==> src/rtl/pst_pkg.sv <==
package pst_pkg;
  localparam logic [1:0] ADDR_LO   = 2'd0;
  localparam logic [1:0] ADDR_HI   = 2'd1;
  localparam logic [1:0] ADDR_CTRL = 2'd2;
  localparam logic [1:0] ADDR_FLAG = 2'd3;

  typedef struct packed {
    logic       wide;
    logic [1:0] spare;
    logic [1:0] psel;
    logic       bypass;
    logic       src_ext;
    logic       run;
  } ctrl_t;
endpackage

==> src/rtl/pst_tick_src.sv <==
module pst_tick_src #(
  parameter int DIV_W       = 2,
  parameter int SYNC_STAGES = 2
) (
  input  logic clk,
  input  logic rst_n,
  input  logic ext_in,
  input  logic src_ext,
  input  logic bypass,
  input  logic run,
  output logic tick
);
  logic [DIV_W-1:0]     div_q;
  logic [SYNC_STAGES:0] shq;
  logic int_tick, sync_edge, raw_edge;

  // free-running instruction-cycle divider
  always_ff @(posedge clk or negedge rst_n) begin
    if (!rst_n) div_q <= '0;
    else        div_q <= div_q + 1'b1;
  end
  assign int_tick = &div_q;

  // synchronizer chain plus one history stage for edge detection
  always_ff @(posedge clk or negedge rst_n) begin
    if (!rst_n) shq[0] <= 1'b0;
    else        shq[0] <= ext_in;
  end

  for (genvar i = 1; i <= SYNC_STAGES; i++) begin : g_sync
    always_ff @(posedge clk or negedge rst_n) begin
      if (!rst_n) shq[i] <= 1'b0;
      else        shq[i] <= shq[i-1];
    end
  end

  assign sync_edge = shq[SYNC_STAGES-1] & ~shq[SYNC_STAGES];
  assign raw_edge  = ext_in & ~shq[0];

  always_comb begin
    if (src_ext) tick = run & (bypass ? raw_edge : sync_edge);
    else         tick = run & int_tick;
  end
endmodule

==> src/rtl/pst_prescaler.sv <==
module pst_prescaler #(
  parameter int PS_W = 2
) (
  input  logic            clk,
  input  logic            rst_n,
  input  logic            clr,
  input  logic            tick_in,
  input  logic [PS_W-1:0] psel,
  output logic            tick_out
);
  localparam int PC_W = (1 << PS_W) - 1;

  logic [PC_W-1:0] pc_q;
  logic [PC_W-1:0] mask;

  assign mask     = ~({PC_W{1'b1}} << psel);
  assign tick_out = tick_in & ((pc_q & mask) == mask);

  always_ff @(posedge clk or negedge rst_n) begin
    if (!rst_n)       pc_q <= '0;
    else if (clr)     pc_q <= '0;
    else if (tick_in) pc_q <= pc_q + 1'b1;
  end
endmodule

==> src/rtl/pst_core.sv <==
module pst_core #(
  parameter int BUS_W = 8,
  localparam int CNT_W = 2 * BUS_W
) (
  input  logic             clk,
  input  logic             rst_n,
  input  logic             evt_clr,
  input  logic             inc,
  input  logic             wide,
  input  logic             wr_lo,
  input  logic             wr_hi,
  input  logic             rd_lo,
  input  logic [BUS_W-1:0] wdata,
  output logic [CNT_W-1:0] cnt,
  output logic [BUS_W-1:0] hbuf,
  output logic             ovf_set
);
  logic direct_hi;
  logic loaded;

  assign direct_hi = wr_hi & ~wide;
  assign loaded    = evt_clr | wr_lo | direct_hi;
  assign ovf_set   = inc & (&cnt) & ~loaded;

  always_ff @(posedge clk or negedge rst_n) begin
    if (!rst_n)         cnt <= '0;
    else if (evt_clr)   cnt <= '0;
    else if (wr_lo)     cnt <= wide ? {hbuf, wdata} : {cnt[CNT_W-1:BUS_W], wdata};
    else if (direct_hi) cnt <= {wdata, cnt[BUS_W-1:0]};
    else if (inc)       cnt <= cnt + 1'b1;
  end

  always_ff @(posedge clk or negedge rst_n) begin
    if (!rst_n)              hbuf <= '0;
    else if (wide && wr_hi)  hbuf <= wdata;
    else if (wide && rd_lo)  hbuf <= cnt[CNT_W-1:BUS_W];
  end
endmodule

==> src/rtl/prescaled_timer16.sv <==
module prescaled_timer16 #(
  parameter int BUS_W       = 8,
  parameter int DIV_W       = 2,
  parameter int PS_W        = 2,
  parameter int SYNC_STAGES = 2
) (
  input  logic             clk,
  input  logic             rst_n,
  input  logic             ext_clk_in,
  input  logic             evt_clear,
  input  logic [1:0]       bus_addr,
  input  logic             bus_wr,
  input  logic             bus_rd,
  input  logic [BUS_W-1:0] bus_wdata,
  output logic [BUS_W-1:0] bus_rdata,
  output logic             ovf_flag
);
  import pst_pkg::*;
  localparam int CNT_W = 2 * BUS_W;

  ctrl_t            ctrl_q;
  logic             flag_q;
  logic             wr_lo, wr_hi, rd_lo, wr_ctrl, wr_flag;
  logic             raw_tick, inc;
  logic             ovf_set;
  logic [CNT_W-1:0] cnt;
  logic [BUS_W-1:0] hbuf;

  assign wr_lo   = bus_wr && bus_addr == ADDR_LO;
  assign wr_hi   = bus_wr && bus_addr == ADDR_HI;
  assign wr_ctrl = bus_wr && bus_addr == ADDR_CTRL;
  assign wr_flag = bus_wr && bus_addr == ADDR_FLAG;
  assign rd_lo   = bus_rd && bus_addr == ADDR_LO;

  always_ff @(posedge clk or negedge rst_n) begin
    if (!rst_n)       ctrl_q <= '0;
    else if (wr_ctrl) ctrl_q <= ctrl_t'(bus_wdata);
  end

  // a wrap in the same cycle as a software clear wins
  always_ff @(posedge clk or negedge rst_n) begin
    if (!rst_n) flag_q <= 1'b0;
    else        flag_q <= ovf_set | (wr_flag ? bus_wdata[0] : flag_q);
  end

  pst_tick_src #(.DIV_W(DIV_W), .SYNC_STAGES(SYNC_STAGES)) u_src (
    .clk    (clk),
    .rst_n  (rst_n),
    .ext_in (ext_clk_in),
    .src_ext(ctrl_q.src_ext),
    .bypass (ctrl_q.bypass),
    .run    (ctrl_q.run),
    .tick   (raw_tick)
  );

  pst_prescaler #(.PS_W(PS_W)) u_ps (
    .clk     (clk),
    .rst_n   (rst_n),
    .clr     (wr_lo | wr_hi),
    .tick_in (raw_tick),
    .psel    (ctrl_q.psel[PS_W-1:0]),
    .tick_out(inc)
  );

  pst_core #(.BUS_W(BUS_W)) u_core (
    .clk    (clk),
    .rst_n  (rst_n),
    .evt_clr(evt_clear),
    .inc    (inc),
    .wide   (ctrl_q.wide),
    .wr_lo  (wr_lo),
    .wr_hi  (wr_hi),
    .rd_lo  (rd_lo),
    .wdata  (bus_wdata),
    .cnt    (cnt),
    .hbuf   (hbuf),
    .ovf_set(ovf_set)
  );

  always_comb begin
    unique case (bus_addr)
      ADDR_LO:   bus_rdata = cnt[BUS_W-1:0];
      ADDR_HI:   bus_rdata = ctrl_q.wide ? hbuf : cnt[CNT_W-1:BUS_W];
      ADDR_CTRL: bus_rdata = BUS_W'(ctrl_q);
      default:   bus_rdata = BUS_W'(flag_q);
    endcase
  end

  assign ovf_flag = flag_q;
endmodule

==> config.mk <==
export PLATFORM = sky130hd
export DESIGN_NAME = prescaled_timer16
export DESIGN_NICKNAME = d
export VERILOG_FILES = /design/src/rtl/pst_pkg.sv /design/src/rtl/pst_tick_src.sv /design/src/rtl/pst_prescaler.sv /design/src/rtl/pst_core.sv /design/src/rtl/prescaled_timer16.sv
export SDC_FILE = /design/constraint.sdc
export NUM_CORES = 1
export LEC_CHECK = 0
export CAP_MARGIN = 15
export CORE_ASPECT_RATIO = 1.2
export CORE_MARGIN = 4
export CORE_UTILIZATION = 50
export DETAILED_ROUTE_END_ITERATION = 16
export PLACE_DENSITY_LB_ADDON = 0.05
export RECOVER_POWER = 25
export SYNTH_ARGS = -nofsm -noshare
export SYNTH_HDL_FRONTEND = slang
export SYNTH_SLANG_ARGS = --single-unit
==> constraint.sdc <==
create_clock -name clk -period 2.6 [get_ports clk]
set_input_delay 0.65 -clock clk [delete_from_list [all_inputs] [get_ports clk]]
set_output_delay 0.65 -clock clk [all_outputs]
set_load 0.05 [all_outputs]
# Word-level counts from Yosys, hierarchy flattened
# Cells that the tools add are included.
totals:
  reg_bits: 41
  latchBits: 0
  mem_bits_rw: 0
  rom_bits: 0
  inputBits: 16
  elab_cells: 73
  mem_count: 0
classes:
  n_addsub: 3
  multipliers: 0
  n_div: 0
  magnitude_cmp: 0
  eq_ne: 6
  shifts: 1
  n_mux: 14
  n_bitwise: 18
  n_reduce_logical: 16
ops:
  columns: ["operator", "count"]
  rows:
  - ["16-bit 2-to-1 mux", 5]
  - ["8-bit 2-to-1 mux", 3]
  - ["8-bit one-hot mux with 3 select lines", 1]
  - ["16-bit by 1-bit adder with 16-bit output (second input constant)", 1]
  - ["16-bit AND reduction", 1]
  - ["1-bit bitwise AND", 8]
  - ["1-bit logical AND", 7]
  - ["3-bit 2-to-1 mux", 2]
  - ["2-bit AND reduction", 3]
  - ["2-bit equality test (second input constant)", 2]
  - ["1-bit NOT", 4]
  - ["1-bit OR", 4]
  - ["2-bit nonzero test", 2]
  - ["4-bit nonzero test", 1]
  - ["3-bit by 1-bit adder with 3-bit output (second input constant)", 1]
  - ["3-bit bitwise AND", 1]
  - ["3-bit equality test", 1]
  - ["1-bit 2-to-1 mux", 3]
  - ["3-bit by 2-bit inequality test with 1-bit output (second input constant)", 1]
  - ["3-bit inequality test (second input constant)", 1]
  - ["3-bit NOT", 1]
  - ["3-bit nonzero test", 1]
  - ["3-bit by 2-bit left shift with 3-bit output (first input constant)", 1]
  - ["2-bit by 1-bit adder with 2-bit output (second input constant)", 1]
  - ["other kinds (2)", 2]

# Depth between registers and ports, before layout
# Gate-level depths: netlist of run 1.
logic_depth:
  depth_word: 10
  ltp_mapped: 8

# By module
# A second synthesis of run 1 with hierarchy kept.
hier_totals:
  cells_unflattened: 272
  area_unflattened_um2: 2541.2
by_module_without_submodules:
  columns: ["module", "instances", "cells_each", "area_per_inst_um2", "seq_area_each_um2"]
  rows:
  - ["pst_core", 1, 182, 1555.2, 600.6]
  - ["prescaled_timer16", 1, 61, 645.6, 225.2]
  - ["pst_tick_src", 1, 13, 185.2, 125.1]
  - ["pst_prescaler", 1, 16, 155.1, 75.1]

# Worst setup path after synthesis of run 1
# OpenSTA, ideal clock, no wires.
synth_path:
  path_type: "input to output"
  start: "in bus_addr[0]"
  end: "out bus_rdata[1]"
  t_arrival_ns: 2.395
  required_ns: 1.950
  setup_slack_ns: -0.445
  stages: 5
  path_buffers: 2
  cell_sequence: "buf_2 -> inv_1 -> clkbuf_1 -> a21oi_1 -> o21ai_0"
synth_via:
  elab_chain_cells: 2
  elab_cells_between_ends: 4
  classes_between: "eq/ne: 2; mux: 1; reduce/logical: 1"
synth_rtl:
  columns: ["element", "line", "source"]
  rows:
  - ["start, declared", "prescaled_timer16.sv:11", "input logic [1:0] bus_addr,"]
  - ["2-bit equality test (tied with other cells)", "prescaled_timer16.sv:81", "unique case (bus_addr)"]
  - ["8-bit one-hot mux with 3 select lines *", "prescaled_timer16.sv:81", null]
  - ["end, declared", "prescaled_timer16.sv:15", "output logic [BUS_W-1:0] bus_rdata,"]
# Every way passes the cells marked *; elsewhere a longest branch is shown, timed or not.

# Worst setup path in the final report of run 1
layout_path:
  start: "reg ctrl_q[7] (netlist name)"
  end: "out bus_rdata[3]"
layout_via:
  elab_chain_cells: 2
layout_rtl:
  columns: ["element", "line", "source"]
  rows:
  - ["start, declared", "prescaled_timer16.sv:21", "ctrl_t ctrl_q;"]
  - ["start signal, assigned", "prescaled_timer16.sv:37", "else if (wr_ctrl) ctrl_q <= ctrl_t'(bus_wdata);"]
  - ["8-bit 2-to-1 mux", "prescaled_timer16.sv:83", "ADDR_HI: bus_rdata = ctrl_q.wide ? hbuf : cnt[CNT_W-1:BUS_W];"]
  - ["8-bit one-hot mux with 3 select lines", "prescaled_timer16.sv:81", null]
# No other way between the ends.

==> results of run 1 <==
layer usage:
| layer | share of wire (%) | up-vias | GRT usage [%] | wire (µm) |
|---|---|---|---|---|
| met5 | 0 | - | 0 | 0 |
| met4 | 1.8 | 0 | 9.06 | 133 |
| met3 | 6.9 | 14 | 5.23 | 515 |
| met2 | 47 | 82 | 40.3 | 3490 |
| met1 | 44 | 1144 | 35.2 | 3290 |
| li1 | - | 1150 | - | - |
cell type report:
class / count / area, µm²
clock buffer: 6 / 72.6
clock inverter: 2 / 38.8
fill: 427 / 1770
inverter: 6 / 26.3
multi-input combinational: 226 / 1570
sequential: 41 / 1030
tap: 60 / 75.1
timing repair buffer: 50 / 494
timing repair inverter: 1 / 5.00
power breakdown:
group          leakage (nW)  internal [mW]  total, mW  switching (mW)
registers             0.518          0.752      0.882           0.130
logic                 0.797          0.343      0.741           0.398
clock network        0.0554          0.288      0.515           0.227
total                  1.37           1.38       2.14           0.754
flip-flops by register name (all words and copies together), names as in the netlist:
name and cells:
u_src.shq 3, ctrl_q 8, u_ps.pc_q 3, u_src.div_q 2, u_core.hbuf 8, ovf_flag 1
u_core.cnt 16
final timing paths:
path,from,to,depth (start not counted)
max in group asynchronous,rst_n,ctrl_q[7],2
setup reg to reg,ctrl_q[7],u_core.cnt[13],8
setup / recovery,ctrl_q[7],bus_rdata[3],6
hold reg to reg,u_src.shq[0],u_src.shq[1],0
hold / removal,u_src.shq[0],u_src.shq[1],0
min in group asynchronous,rst_n,u_src.shq[1],1
cell families (layout without fill, tap and decap cells):
| group | Yosys count | count (layout) | share of synthesized area (%) |
|---|---|---|---|
| AND/OR/NAND/NOR | 107 | 107 | 20.9 |
| buffers and inverters | 24 | 65 | 4.29 |
| flip-flops | 41 | 41 | 38.2 |
| multiplexers | 28 | 28 | 11.4 |
| XOR/XNOR | 4 | 4 | 1.30 |
| AO/OA/AOI/OAI | 84 | 84 | 22.6 |
| adder cells (fa/ha/maj) | 3 | 3 | 1.40 |
cell usage in the layout, fill, tap and decap left out, types with 4 or more instances in the layout:
master | Yosys | layout
a21oi_1 | 21 | 21
nand2b_1 | 6 | 6
o22ai_1 | 6 | 6
mux2i_1 | 17 | 17
dfrtp_1 | 41 | 40
o21ai_0 | 16 | 9
buf_4 | 0 | 27
a211oi_1 | 6 | 6
nand2_1 | 28 | 28
buf_12 | 0 | 7
nand3_1 | 8 | 8
mux2_2 | 10 | 10
clkbuf_8 | 0 | 5
o22a_1 | 4 | 4
o21ai_2 | 1 | 8
inv_1 | 6 | 5
nor2b_1 | 4 | 4
nand4_1 | 5 | 5
clkdlybuf4s50_1 | 0 | 13
nor2_1 | 35 | 35
repair_timing:
| item | in CTS | in global routing |
|---|---|---|
| pin swaps | 0 | 0 |
| endpoints found under the setup margin | 7 | 1 |
| cloned | 1 | 0 |
| resized for setup | 3 | 1 |
==> metrics.txt, run 1 <==
ANT cells 0; HP Class flip-flop to flip-flop; Rows 28; CP top delay family flip-flops; Area after DPL 0.00319 mm²; Worst Path Required 1.95 ns; syn nets 310; Final Cell Area 0.00331 mm²; final worst setup slack 0.143 ns; Mapped Area 0.00269 mm²; final hold vios 0; Max Freq 0.407 GHz; Post-synth top cells 41 x dfrtp_1, 35 x nor2_1, 28 x nand2_1; routed vias 2390; Skew-Pair Late Insertion Delay 0.30 ns; Reg clk slew, reported paths 0.08 ns; clock tree from TritonCTS yes; post-synth cell types 58; core area 0.00508 mm²; #FFs+latches synth 41; Max-slew headroom 22.8%; pin count of the biggest net entering global routing 22; Setup TNS 0 ns; Final Wtd Congestion 0.901; root buf cell clkbuf_8; DPL Wire Length 5630 µm; Critical-path top delay cell dfrtp_2; growth of design area from synthesis to finish 23.3%; Power, Total 2.14 mW; Max stage delay on crit path 0.47 ns; CP max FO 11; ys async rst share 100%; Initial Utilization 52.9%; Syn Area/Cell 9.23 µm²; vias in the first global route 2449; final wirelength 7430 µm; nets@finish 350; initial antenna violation count 0; WP buf/inv 2; total CTS buffers 5; Die Wd 74.9 µm; R2R Setup Slk 0.67 ns; fraction of layout cells with a size suffix above 1 23.8%; Worst Max-Slew Pin Slew 1.16 ns; status finished clean; clk sinks 41; Worst Hold Margin 0.388 ns; full die area 0.00661 mm²; Tmin final 2.46 ns; drt via density 6.10; Synth area leader dfrtp_1; Longest Clk Path Bufs 2; Crit Path Category flip-flop to output port; first-pass GRT wire length 12800 µm; final core occ 65.1%; Routed Antenna Nets 0; synth warn 0; Final Slew Violations 0; Area contributors post-synth dfrtp_1 38%, mux2i_1 6.3%, nor2_1 4.9%, mux2_2 4.2%, a21oi_1 3.9%; count leader, synth dfrtp_1; Synth top area share 38.2%; detailed-route wire length per cell 19.0 µm; Final setup viols 0; post-placement setup slack -0.0568 ns; peak supply drop 0.336 mV; PD cells 646 mW/mm²; CP cell instances buf_4 -> mux2i_1 -> nor2_1 -> a21oi_1 -> o21ai_2 -> buf_12; Tcrit/Tclk final 94.5%; Top FF cell, synth dfrtp_1; LEAKAGE 1.37 nW; Cells after Synth 291; Arrival @ worst endpoint 1.81 ns; gr usage total 25.7%; I/O Pins 25; cell total after placement 383; fin cells 392; die height 88.3 µm; crit end category output port; Post-CTS Hold Buffers 0; crit start category flip-flop; RSZ-0062 raised after global routing false; post-synthesis sequential area ratio 38.2%; clk_skew 0.00717 ns; port bufs 24; max cap viols 0; postcts setup bufs 0; GRT overflow 0; EDFF count, synth 0; number of DRC markers in iteration 0 144; Remaining DRCs 0; H-tree depth 2; Pre-antenna DRT Iters 4
Note: power is estimated with default switching activity, not from simulation.
==> inputs of run 2 (changes only) <==
--- a/config.mk
+++ b/config.mk
@@ -8,7 +8,7 @@
 export CAP_MARGIN = 15
 export CORE_ASPECT_RATIO = 1.2
 export CORE_MARGIN = 4
-export CORE_UTILIZATION = 50
+export CORE_UTILIZATION = 35
 export DETAILED_ROUTE_END_ITERATION = 16
 export PLACE_DENSITY_LB_ADDON = 0.05
 export RECOVER_POWER = 25
==> run 2 against run 1 <==
Net effect: the run now ends with capacitance limit left; critical path depth down 3; setup slack gained 0.068 ns; combinational power up 3.9%; non-clock buffer count grew 12; power is 2.4% higher; worst hold slack got worse by 0.0014 ns; die area rose by 38%; cell count grew 10%; sequential power is 1% lower; register-to-register slack worse by 0.04 ns; flip-flop and latch count stayed put; critical path type is now input port to output port; critical endpoint is now bus_rdata[0].
==> metrics.txt, run 2 (same netlist as run 1, synthesis figures left out) <==
status complete, but fails checks (was finished clean); failing checks capacitance limit; max cap viols 1 (was 0); routed vias 2420 (was 2390); largest registers u_core.cnt: 16 flops, ctrl_q: 8 flops, u_core.hbuf: 8 flops (unchanged); Initial Utilization 36.5% (was 52.9%); Worst Max-Slew Pin Slew 1.49 ns (was 1.16 ns); Worst Path Required 1.95 ns (about the same); Tcrit/Tclk final 91.9% (was 94.5%); Arrival @ worst endpoint 1.74 ns (was 1.81 ns); number of DRC markers in iteration 0 137 (was 144); GRT overflow 0 (unchanged); first-pass GRT wire length 13300 µm (was 12800 µm); CP max FO 7 (was 11); drt via density 5.59 (was 6.10); R2R Path Start ctrl_q[7] (unchanged); ANT cells 0 (unchanged); max FFs per register 16 (unchanged); cell total after placement 423 (was 383); Reg clk slew, reported paths 0.09 ns (was 0.08 ns); R2R cell count 7 (was 8); pin count of the biggest net entering global routing 27 (was 22); FF-to-FF End u_core.cnt[15] (was u_core.cnt[13]); Final setup viols 0 (unchanged); clock tree from TritonCTS yes (unchanged); nets@finish 361 (was 350); Multi-input gate area 0.00157 mm² (about the same); Rows 34 (was 28); hold path start u_src.shq[1] (was u_src.shq[0]); Final Wtd Congestion 0.862 (was 0.901); Longest Clk Path Bufs 2 (unchanged); Max-slew headroom 0.479% (was 22.8%); combinational share of power 35.2% (was 34.6%); Routed Antenna Nets 0 (unchanged); P_int 1.43 mW (was 1.38 mW); Top reg by flops u_core.cnt (unchanged); Max Freq 0.419 GHz (was 0.407 GHz); commonest non-fill, non-tap cell in the layout dfrtp_1 (unchanged); growth of design area from synthesis to finish 28.7% (was 23.3%); die height 104 µm (was 88.3 µm); sw frac 34.7% (was 35.3%); crit end category output port (unchanged); Final Cell Area 0.00345 mm² (was 0.00331 mm²); Reg power frac 39.8% (was 41.3%); most frequent cells in the layout 41 x dfrtp_1, 38 x buf_4, 35 x nor2_1 (was 40 x dfrtp_1, 35 x nor2_1, 28 x nand2_1); clk_skew 0.0112 ns (was 0.00717 ns); fraction of layout cells with a size suffix above 1 26.5% (was 23.8%); WHS Path Cells 0 (unchanged); Worst Setup SP bus_addr[1] (was ctrl_q[7]); LEAKAGE 1.44 nW (was 1.37 nW); I/O Pins 25 (unchanged); RSZ-0062 raised after global routing false (unchanged); Layout fillers 706 (was 427); Remaining DRCs 0 (unchanged); Area after DPL 0.00332 mm² (was 0.00319 mm²); core area 0.00736 mm² (was 0.00508 mm²); Sequential Area 0.00103 mm² (about the same); port bufs 24 (unchanged); final core occ 46.9% (was 65.1%); detailed-route wire length per cell 18.7 µm (was 19.0 µm); DPL Wire Length 6320 µm (was 5630 µm); initial antenna violation count 0 (unchanged); full die area 0.00914 mm² (was 0.00661 mm²); Die Wd 88.0 µm (was 74.9 µm); Skew-Pair Late Insertion Delay 0.30 ns (about the same); Crit Path Category input port to output port (was flip-flop to output port); R2R Setup Slk 0.63 ns (was 0.67 ns); Setup TNS 0 ns (unchanged); H-tree depth 2 (unchanged); peak supply drop 0.376 mV (was 0.336 mV); root buf cell clkbuf_8 (unchanged); gr usage total 18.6% (was 25.7%); clk sinks 41 (unchanged); Final Slew Violations 0 (unchanged); final wirelength 8110 µm (was 7430 µm); total CTS buffers 5 (unchanged); Pre-antenna DRT Iters 4 (unchanged); clock power share 25.0% (was 24.1%); Tmin final 2.39 ns (was 2.46 ns); vias in the first global route 2456 (was 2449); HP Class flip-flop to flip-flop (unchanged); crit start category input port (was flip-flop); Switch Pwr 0.760 mW (was 0.754 mW); final hold vios 0 (unchanged); Hold EP u_src.shq[2] (was u_src.shq[1]); PD cells 634 mW/mm² (was 646 mW/mm²); fin cells 433 (was 392)
-- run 2: changes by cell type in the layout (fill, tap and decap cells not counted), sizes merged --
cell | previous run | this run
clkinv | 1 | 0
buf | 34 | 46
-- run 2: layout make-up --
| type | count | area share (%) |
|---|---|---|
| Clock inverter | 2 | 1.09 |
| Sequential cell | 41 | 29.7 |
| Inverter | 6 | 0.761 |
| Tap cell | 90 | 3.26 |
| Multi-Input combinational cell | 226 | 45.5 |
| Clock buffer | 6 | 2.39 |
| Timing Repair Buffer | 62 | 17.3 |
-- run 2: worst max-delay path by stage --
stage                              end  slack [ns]  cells past startpoint
after CTS                 bus_rdata[2]        0.20                      7
final                     bus_rdata[0]        0.21                      3
after floorplan           bus_rdata[1]        0.17                      5
after global placement    bus_rdata[1]       -0.09                      6
after global routing      bus_rdata[3]         0.1                      6
after detailed placement  bus_rdata[2]        -0.1                      6
-- run 2: per-stage QoR --
stage                     worst slack [ns]  hold WS (ns)  total power, mW
after floorplan                      0.174         0.354             1.35
after global placement             -0.0888         0.364             1.66
after detailed placement           -0.0984         0.370             1.66
after CTS                            0.199         0.376             2.22
after global routing                0.0988         0.400             2.31
final                                0.211         0.386             2.19
-- run 2: repair_timing --
item	in CTS	in global routing
hold endpoints to repair	0	0
setup buffers	2	0
gates resized for setup	4	0
hold buffers	0	0
endpoints found under the setup margin	8	0
-- run 2: power groups by stage --
stage	Combinational [mW]	Sequential, mW	Clock [mW]
global route	0.839	0.888	0.584
global placement	0.773	0.883	0
floorplan	0.496	0.850	0
finish	0.770	0.870	0.548
CTS	0.778	0.872	0.572
detailed placement	0.772	0.885	0
-- run 2: worst max-delay path, stage by stage --
cell	delay, ns
dlygate4sd2_1	0.35
mux4_2	0.53
buf_4	0.20
-- run 2: routing by layer --
metal,routed length [µm],share of wire (%),global-route usage [%]
met1,3520,43,25.7
met2,4120,51,30.1
met3,357,4.4,2.54
met4,118,1.5,4.93
met5,0,0,0
